==> config.mk <==
export PLATFORM = sky130hd
export DESIGN_NAME = corr_bpred
export DESIGN_NICKNAME = d
export VERILOG_FILES = /design/src/rtl/bp_pkg.sv /design/src/rtl/bp_hist.sv /design/src/rtl/bp_table.sv /design/src/rtl/corr_bpred.sv
export SDC_FILE = /design/constraint.sdc
export NUM_CORES = 1
export LEC_CHECK = 0
export BUFFER_PORTS_ARGS = -buffer_cell sky130_fd_sc_hd__clkbuf_2
export CAP_MARGIN = 20
export CORE_MARGIN = 4
export CORE_UTILIZATION = 50
export CTS_CLUSTER_SIZE = 40
export DETAILED_ROUTE_END_ITERATION = 16
export PLACE_DENSITY = 0.75
export SLEW_MARGIN = 20
export SYNTH_ARGS = -nofsm -noshare
export SYNTH_HDL_FRONTEND = slang
export SYNTH_SLANG_ARGS = --single-unit
export TNS_END_PERCENT = 10
==> constraint.sdc <==
create_clock -name clk -period 3.5 [get_ports clk]
set_input_delay 0 -clock clk [delete_from_list [all_inputs] [get_ports clk]]
set_output_delay 0 -clock clk [all_outputs]
set_load 0.02 [all_outputs]
==> src/rtl/bp_pkg.sv <==
package bp_pkg;
  localparam int unsigned CW = 8;

  // one saturating step toward taken (tk=1) or not taken (tk=0)
  function automatic logic [CW-1:0] ctr_step(input logic [CW-1:0] c,
                                             input logic tk,
                                             input logic [CW-1:0] maxv);
    logic [CW-1:0] r;
    if (tk) r = (c == maxv) ? c : c + 1'b1;
    else    r = (c == '0)   ? c : c - 1'b1;
    return r;
  endfunction

  // top bit of an n-bit counter gives the direction
  function automatic logic ctr_dir(input logic [CW-1:0] c, input int unsigned bits);
    return c[bits-1];
  endfunction
endpackage

==> src/rtl/bp_hist.sv <==
module bp_hist #(
  parameter int unsigned HB = 3
) (
  input  logic          clk,
  input  logic          rst_n,
  input  logic          sh_en,
  input  logic          sh_bit,
  input  logic          ld_en,
  input  logic [HB-1:0] ld_val,
  output logic [HB-1:0] hist
);
  logic [HB-1:0] shifted;
  assign shifted = {hist[HB-2:0], sh_bit};

  always_ff @(posedge clk) begin
    if (!rst_n)     hist <= '0;
    else if (ld_en) hist <= ld_val;
    else if (sh_en) hist <= shifted;
  end


  hist_shift_chk: assert property (@(posedge clk) disable iff (!rst_n)
    (sh_en && !ld_en) |=> (hist[0] == $past(sh_bit) && hist[HB-1:1] == $past(hist[HB-2:0])));


  hist_restore_chk: assert property (@(posedge clk) disable iff (!rst_n)
    ld_en |=> (hist == $past(ld_val)));


  hist_idle_chk: assert property (@(posedge clk) disable iff (!rst_n)
    (!sh_en && !ld_en) |=> $stable(hist));
endmodule

==> src/rtl/bp_table.sv <==
module bp_table #(
  parameter int unsigned IW = 7,
  parameter int unsigned CB = 2
) (
  input  logic          clk,
  input  logic          rst_n,
  input  logic [IW-1:0] rd_idx,
  output logic [CB-1:0] rd_ctr,
  input  logic          wr_en,
  input  logic [IW-1:0] wr_idx,
  input  logic          wr_tk
);
  import bp_pkg::*;
  localparam int unsigned DEPTH = 1 << IW;
  localparam logic [CB-1:0] RST_V = CB'((1 << (CB - 1)) - 1);
  localparam logic [CW-1:0] MAXV = CW'((1 << CB) - 1);

  logic [CB-1:0] cells [DEPTH];
  logic [CW-1:0] wr_old, wr_new;

  assign rd_ctr = cells[rd_idx];
  assign wr_old = CW'(cells[wr_idx]);
  assign wr_new = ctr_step(wr_old, wr_tk, MAXV);

  always_ff @(posedge clk) begin
    if (!rst_n) begin
      for (int i = 0; i < DEPTH; i++) cells[i] <= RST_V;
    end else if (wr_en) begin
      cells[wr_idx] <= wr_new[CB-1:0];
    end
  end

  // record of the last write, kept for the checks below
  logic          last_wr, last_tk;
  logic [IW-1:0] last_idx;
  logic [CW-1:0] last_old, now_val;
  always_ff @(posedge clk) begin
    if (!rst_n) begin
      last_wr <= 1'b0; last_tk <= 1'b0; last_idx <= '0; last_old <= '0;
    end else begin
      last_wr <= wr_en; last_tk <= wr_tk; last_idx <= wr_idx; last_old <= wr_old;
    end
  end
  assign now_val = CW'(cells[last_idx]);


  step_dir_chk: assert property (@(posedge clk) disable iff (!rst_n)
    last_wr |-> (last_tk ? (now_val >= last_old) : (now_val <= last_old)));


  step_size_chk: assert property (@(posedge clk) disable iff (!rst_n)
    last_wr |-> (now_val == last_old || now_val == last_old + 1 || now_val + 1 == last_old));


  sat_top_chk: assert property (@(posedge clk) disable iff (!rst_n)
    (last_wr && last_tk && last_old == MAXV) |-> (now_val == MAXV));


  sat_bot_chk: assert property (@(posedge clk) disable iff (!rst_n)
    (last_wr && !last_tk && last_old == '0) |-> (now_val == '0));
endmodule

==> src/rtl/corr_bpred.sv <==
module corr_bpred #(
  parameter int unsigned PC_W     = 32,
  parameter int unsigned PC_LSB   = 2,
  parameter int unsigned ROW_BITS = 4,
  parameter int unsigned HIST_W   = 3,
  parameter int unsigned CTR_BITS = 2
) (
  input  logic              clk,
  input  logic              rst_n,
  input  logic [PC_W-1:0]   lk_pc,
  output logic              lk_taken,
  output logic [HIST_W-1:0] lk_hist,
  input  logic              up_valid,
  input  logic [PC_W-1:0]   up_pc,
  input  logic [HIST_W-1:0] up_hist,
  input  logic              up_taken,
  input  logic              rs_valid,
  input  logic [HIST_W-1:0] rs_hist
);
  import bp_pkg::*;
  localparam int unsigned IW  = ROW_BITS + HIST_W;
  localparam int unsigned TOP = PC_LSB + ROW_BITS;

  logic [HIST_W-1:0] g_hist;
  logic [IW-1:0]     rd_idx, wr_idx;
  logic [CTR_BITS-1:0] rd_ctr;

  bp_hist #(.HB(HIST_W)) u_hist (
    .clk(clk), .rst_n(rst_n),
    .sh_en(up_valid), .sh_bit(up_taken),
    .ld_en(rs_valid), .ld_val(rs_hist),
    .hist(g_hist)
  );

  assign rd_idx = {lk_pc[TOP-1:PC_LSB], g_hist};
  assign wr_idx = {up_pc[TOP-1:PC_LSB], up_hist};

  bp_table #(.IW(IW), .CB(CTR_BITS)) u_tab (
    .clk(clk), .rst_n(rst_n),
    .rd_idx(rd_idx), .rd_ctr(rd_ctr),
    .wr_en(up_valid), .wr_idx(wr_idx), .wr_tk(up_taken)
  );

  assign lk_taken = ctr_dir(CW'(rd_ctr), CTR_BITS);
  assign lk_hist  = g_hist;

  // address bits that play no part in indexing
  logic unused_pc_bits;
  assign unused_pc_bits = ^{lk_pc[PC_W-1:TOP], lk_pc[PC_LSB-1:0],
                            up_pc[PC_W-1:TOP], up_pc[PC_LSB-1:0]};


  pred_hold_chk: assert property (@(posedge clk) disable iff (!rst_n)
    ($stable(lk_pc) && !$past(up_valid) && !$past(rs_valid)) |-> $stable(lk_taken));


  hist_out_chk: assert property (@(posedge clk) disable iff (!rst_n)
    (!$past(up_valid) && !$past(rs_valid)) |-> $stable(lk_hist));
endmodule

==> results of run 1 <==
[final cells by class]
class	instances	area [sq um]
Tap cell	390	488
Fill cell	2319	13000
Inverter	6	22.5
Clock inverter	18	114
Sequential cell	259	7750
Clock buffer	32	694
Multi-Input combinational cell	791	6500
Timing Repair Buffer	135	1180
[layout by cell type (no fill, tap or decap), types with 27 or more instances in the layout]
cell type  instances
mux4_2            74
mux2i_1           35
o21ai_0          135
nor2_1            42
clkbuf_16         27
nand2_1           62
nand3_1           28
buf_4             87
o211ai_1         107
edfxtp_1         256
nor4_1            49
[power by group through the flow]
stage / sequential [mW] / clock, mW / combinational, mW
final: 3.53 / 2.69 / 1.15
after CTS: 3.52 / 2.69 / 1.12
after detailed placement: 3.59 / 0 / 1.10
after floorplan: 3.56 / 0 / 0.743
after global routing: 3.53 / 2.82 / 1.20
after global placement: 3.58 / 0 / 1.08
[stage by stage]
stage	std cells	instance area [sq um]	hold slack, ns	utilization [%]	power [mW]
after global routing	1631	16800	0.198	56.4	7.54
final	1631	16800	0.174	56.4	7.37
after CTS	1631	16800	0.138	56.4	7.33
after floorplan	1215	15100	0.196	-	4.30
after detailed placement	1568	15800	0.318	53.2	4.69
after global placement	1568	15800	0.312	53.2	4.67
[registers in the layout, summed over array words and instances, names as in the netlist]
register	count
u_tab.cells	256
u_hist.hist	3
[path summary, 6_finish.rpt]
kind         cells after the start  slack, ns             endpoint
max                              6       0.16             lk_taken
min                              4       0.17    u_tab.cells[1][0]
max reg2reg                      6       0.39   u_tab.cells[27][0]
min reg2reg                      7       1.37  u_tab.cells[122][0]
[tightest hold or removal path, cell delays in order]
cell and delay, ns:
clkbuf_2 0.25, nor4_1 0.10, buf_4 0.17, o211ai_1 0.07
[kinds of logic after synthesis]
group           Yosys count
mux                     124
flops                   259
buf+inv                 165
simple gates            257
compound gates          410
[layer usage]
layer / vias to the layer above / wire length [um] / GRT usage, %
li1: 4971 / - / -
met4: 2 / 2750 / 12.5
met3: 215 / 6830 / 6.89
met1: 5916 / 16500 / 37.6
met5: - / 6 / 0
met2: 1070 / 22100 / 45.1
[repair_timing]
action	CTS	global route
gates resized for setup	0	0
endpoints found under the hold margin	25	0
buffers inserted	0	0
setup endpoints to repair	0	0
hold buffers	13	0
==> results.yml, run 1 <==
status:
  outcome: "finished, final reports clean"
synth:
  netlist_area_sq_um: 15100
  synth_edf_count: 256
  synth.most_common_cell: "edfxtp_1"
  synth_top_family_by_area: "compound AO/OA/AOI/OAI gates"
  synth-xor-area-share_pct: 0
  synthAdderAreaFrac_pct: 0
  synth_mux_area_share_pct: 14.5
  synthCells: 1215
  synth_ff_type: "edfxtp_1"
  synth_simple_gate_area_share_pct: 8.70
  synth.distinct_cells: 74
  synth_top_area_share_pct: 50.8
  syn-num-nets: 1290
  async_reset_ff_share_pct: 0
  synth_compound_area_share_pct: 19.4
  synth_seq_area_share_pct: 51.2
  synth_commonest_cells: "edfxtp_1 (256), o21ai_0 (135), o211ai_1 (107)"
  syn_avg_cell_area_sq_um: 12.4
  synth.largest_area_cell: "edfxtp_1"
  yosys-top-cells-area: "edfxtp_1 (51%), mux4_2 (11%), o211ai_1 (5.3%)"
  synth_warnings: 0
  ys_seq_elements: 259
setup_path:
  end_kind: "output pin"
  crit_top_cell: "mux4_2"
  crit_buf_inv: 2
  timing.rr.start: "u_tab.cells[115][1]"
  path_delay_family: "multiplexers"
  max_stage_delay_ns: 0.58
  cp.required_ns: 3.50
  crit_start: "u_hist.hist[0]"
  crit_chain: "buf_4 > mux4_2 > mux4_2 > mux4_2 > mux2_2 > clkbuf_2"
  arrival_ns: 3.34
  worstSetupPathType: "flip-flop to output pin"
  worst-path-max-fanout: 21
  slowest_stage: "mux4_2"
  startpoint_type: "flip-flop"
grt:
  grt_usage_pct: 28.5
  grt_pass1_vias: 12026
  grt_overflow: 0
  antenna_found_initial: 1
  grt_max_degree: 96
  grt_pass1_wl_um: 72900
placement:
  dp_slack_ns: 0.0709
  dp_hpwl_um: 31200
  place_congestion: 0.980
  io_buffers: 22
sta:
  setup_viol: 0
  timing_hold_violations_final: 0
  final.setup.worst_slack_ns: 0.155
  fin_crit_sh_pct: 95.6
  rsz0062_at_grt: "false"
  max_freq_ghz: 0.299
  post-route-min-period_ns: 3.34
  slew_headroom_pct: 26.2
  finalSetupTns_ns: 0
  worstMarginPinSlew_ns: 1.10
  maxSlewViolCount: 0
  skew_ns: 0.00880
power:
  p_seq_share_pct: 47.9
  p_int_mw: 5.35
  switching_power_mw: 2.02
  p_comb_share_pct: 15.7
  cellPowerDensity_nw_per_um2: 440
  leakagePower_nw: 4.88
  swShare_pct: 27.4
  p_clk_share_pct: 36.5
  peakVddDrop_mv: 0.333
die:
  start_util_pct: 50.9
  die_h_um: 182
  die-area_sq_um: 33100
  fp-row-count: 63
  coreArea_sq_um: 29700
  boundaryPins: 79
  die_x_um: 182
drt:
  drc: 0
  drtAntennaViolNets: 0
  vias: 12174
  drtIter0Drc: 2297
  first_pass_iters: 6
  vias_per_cell: 7.46
  wire_per_inst_um: 29.6
  routed_wl_um: 48200
flow_run:
  drv_cap: 0
clocking:
  clock-root-buffer: "clkbuf_16"
  cts_buffers: 27
  clk_latency_ns: 0.54
  cts_tree: "yes"
  cts.sinks: 259
  clk_pin_slew_worst_paths_ns: 0.06
  cts_buffer_depth: 3
  cts_max_level: 1
worst_hold_path:
  min_path_type: "primary input to flip-flop"
  hp-start: "up_pc[2]"
cells_and_area:
  drive_above_1_share_pct: 23.9
  diodes: 0
  nNetsFinal: 1295
  area_delta_synth_final_pct: 10.8
Power figures use the tool's default switching activity.
==> run 2, diff against run 1 <==
--- a/config.mk
+++ b/config.mk
@@ -11,7 +11,7 @@
 export CORE_UTILIZATION = 50
 export CTS_CLUSTER_SIZE = 40
 export DETAILED_ROUTE_END_ITERATION = 16
-export PLACE_DENSITY = 0.75
+export PLACE_DENSITY_LB_ADDON = 0.25
 export SLEW_MARGIN = 20
 export SYNTH_ARGS = -nofsm -noshare
 export SYNTH_HDL_FRONTEND = slang
==> run 2 against run 1 <==
Against the previous run: register-to-register slack improved by 0.06 ns; non-clock buffer count did not move; clock power rose by 2%; fmax rose by 0.45%; highest routed layer unchanged; largest power group unchanged; cell count fell by 0.18%; die area did not move; sequential share of layout area fell by 0.052 points; clock skew rose by 0.0028 ns; final area rose by 0.11%; first-iteration DRC count fell by 18%.
==> results.yml, run 2 (synthesized netlist as in run 1, its figures left out) <==
cells_and_area:
  nNetsFinal: 1295
  drive_above_1_share_pct: 23.9
  layout.area.seq_sq_um: 7750
  diodes: 0
  multi_input_comb_area_sq_um: 6500
  final_common_cell: "edfxtp_1"
  regMostFlops: "u_tab.cells"
  final_cell_mix: "edfxtp_1 (256), o21ai_0 (135), o211ai_1 (107)"
  final_area_sq_um: 16800
  fin_util_pct: 56.4
  largest_reg_flops: 256
  n_fill_cell: 2394
  reg.largest.list: "u_tab.cells (256), u_hist.hist (3)"
  area_delta_synth_final_pct: 10.9
sta:
  post-route-min-period_ns: 3.33
  finalSetupTns_ns: 0
  rsz0062_at_grt: "false"
  maxSlewViolCount: 0
  final.setup.worst_slack_ns: 0.170
  skew_ns: 0.0116
  setup_viol: 0
  max_freq_ghz: 0.300
  slew_headroom_pct: 30.8
  fin_crit_sh_pct: 95.1
  worstMarginPinSlew_ns: 1.03
  timing_hold_violations_final: 0
grt:
  grt.met1_usage_pct: 39.9
  grtUsageMet2_pct: 45.6
  grt_pass1_wl_um: 74100
  grt_max_degree: 87
  grt_overflow: 0
  grt_pass1_vias: 11481
  antenna_found_initial: 2
  busiest_layer: "met2"
  met3_usage_pct: 7.23
  grt_usage_pct: 29.4
die:
  boundaryPins: 79
  start_util_pct: 50.9
  coreArea_sq_um: 29700
  fp-row-count: 63
  die_x_um: 182
  die-area_sq_um: 33100
  die_h_um: 182
drt:
  drtAntennaViolNets: 0
  vias: 11965
  first_pass_iters: 5
  wire_per_inst_um: 30.3
  routed_wl_um: 49300
  drtIter0Drc: 1889
  drc: 0
  vias_per_cell: 7.35
setup_path:
  end_kind: "output pin"
  crit_start: "u_hist.hist[1]"
  regToRegSetupSlack_ns: 0.45
  arrival_ns: 3.33
  timing.rr.start: "u_tab.cells[100][0]"
  reg2reg_depth: 10
  startpoint_type: "flip-flop"
  worstSetupPathType: "flip-flop to output pin"
  cp.required_ns: 3.50
  crit_end: "lk_taken"
  regToRegEndpoint: "u_tab.cells[100][1]"
  worst-path-max-fanout: 19
clocking:
  clk_latency_ns: 0.54
  cts_max_level: 1
  cts.sinks: 259
  post_cts_buffers: 0
  cts_buffers: 27
  cts_buffer_depth: 3
  clk_pin_slew_worst_paths_ns: 0.06
  clock-root-buffer: "clkbuf_16"
  cts_tree: "yes"
  cts_resized: 0
  ctsHoldBuffers: 9
placement:
  dp_slack_ns: 0.171
  dp_hpwl_um: 31300
  io_buffers: 22
  place_congestion: 0.900
  place_area_sq_um: 15900
worst_hold_path:
  min_path_type: "primary input to flip-flop"
power:
  p_total_mw: 7.44
  leakagePower_nw: 4.88
  cellPowerDensity_nw_per_um2: 444
  peakVddDrop_mv: 0.335
status:
  outcome: "finished, final reports clean"
flow_run:
  drv_cap: 0
## run 2: changes by cell type in the layout (fill, tap and decap cells not counted), sizes merged
cell,previous run,this run
clkinv,16,10
dlygate4sd3,13,9
inv,6,5
clkinvlp,1,0
buf,103,107
clkbuf,51,56
## run 2: where the power goes
part / internal (mW) / total (mW) / switching, mW
clock network: 1.56 / 2.75 / 1.19
logic: 0.395 / 1.16 / 0.769
registers: 3.48 / 3.53 / 0.0520
total: 5.43 / 7.44 / 2.01
## run 2: layout make-up
class,instances,area share [%]
Clock inverter,10,0.425
Tap cell,390,2.91
Clock buffer,37,4.49
Inverter,6,0.134
Multi-Input combinational cell,791,38.8
Sequential cell,259,46.2
Timing Repair Buffer,135,7.07
## run 2: worst max-delay path: stages, from the launching register on
cell and delay, ns:
dfxtp_2 0.70, buf_12 0.26, mux4_2 0.37, mux4_2 0.54
mux4_2 0.47, mux2_2 0.27, clkbuf_2 0.15
## run 2: metrics by stage
step,std cells,hold slack (ns)
2_1_floorplan,1215,0.196
3_3_place_gp,1572,0.315
3_5_place_dp,1572,0.328
4_1_cts,1628,0.0701
5_1_grt,1628,0.115
6_report,1628,0.0955
## run 2: per-layer routing
| metal | share of wire, % | wire length, um | vias up |
|---|---|---|---|
| li1 | - | - | 4975 |
| met1 | 37 | 18300 | 5928 |
| met2 | 46 | 22600 | 884 |
| met3 | 12 | 5970 | 174 |
| met4 | 4.7 | 2330 | 4 |
| met5 | 0.053 | 26 | - |
## run 2: how the worst min path moves through the flow
stage                                   end  cells after the start        from
after floorplan                    lk_taken                      1    lk_pc[4]
after global placement       u_hist.hist[2]                      4  rs_hist[2]
after detailed placement     u_hist.hist[0]                      4  rs_hist[0]
after CTS                 u_tab.cells[7][0]                      4    up_pc[5]
after global routing      u_tab.cells[7][0]                      4    up_pc[5]
final                     u_tab.cells[4][0]                      4    up_pc[5]
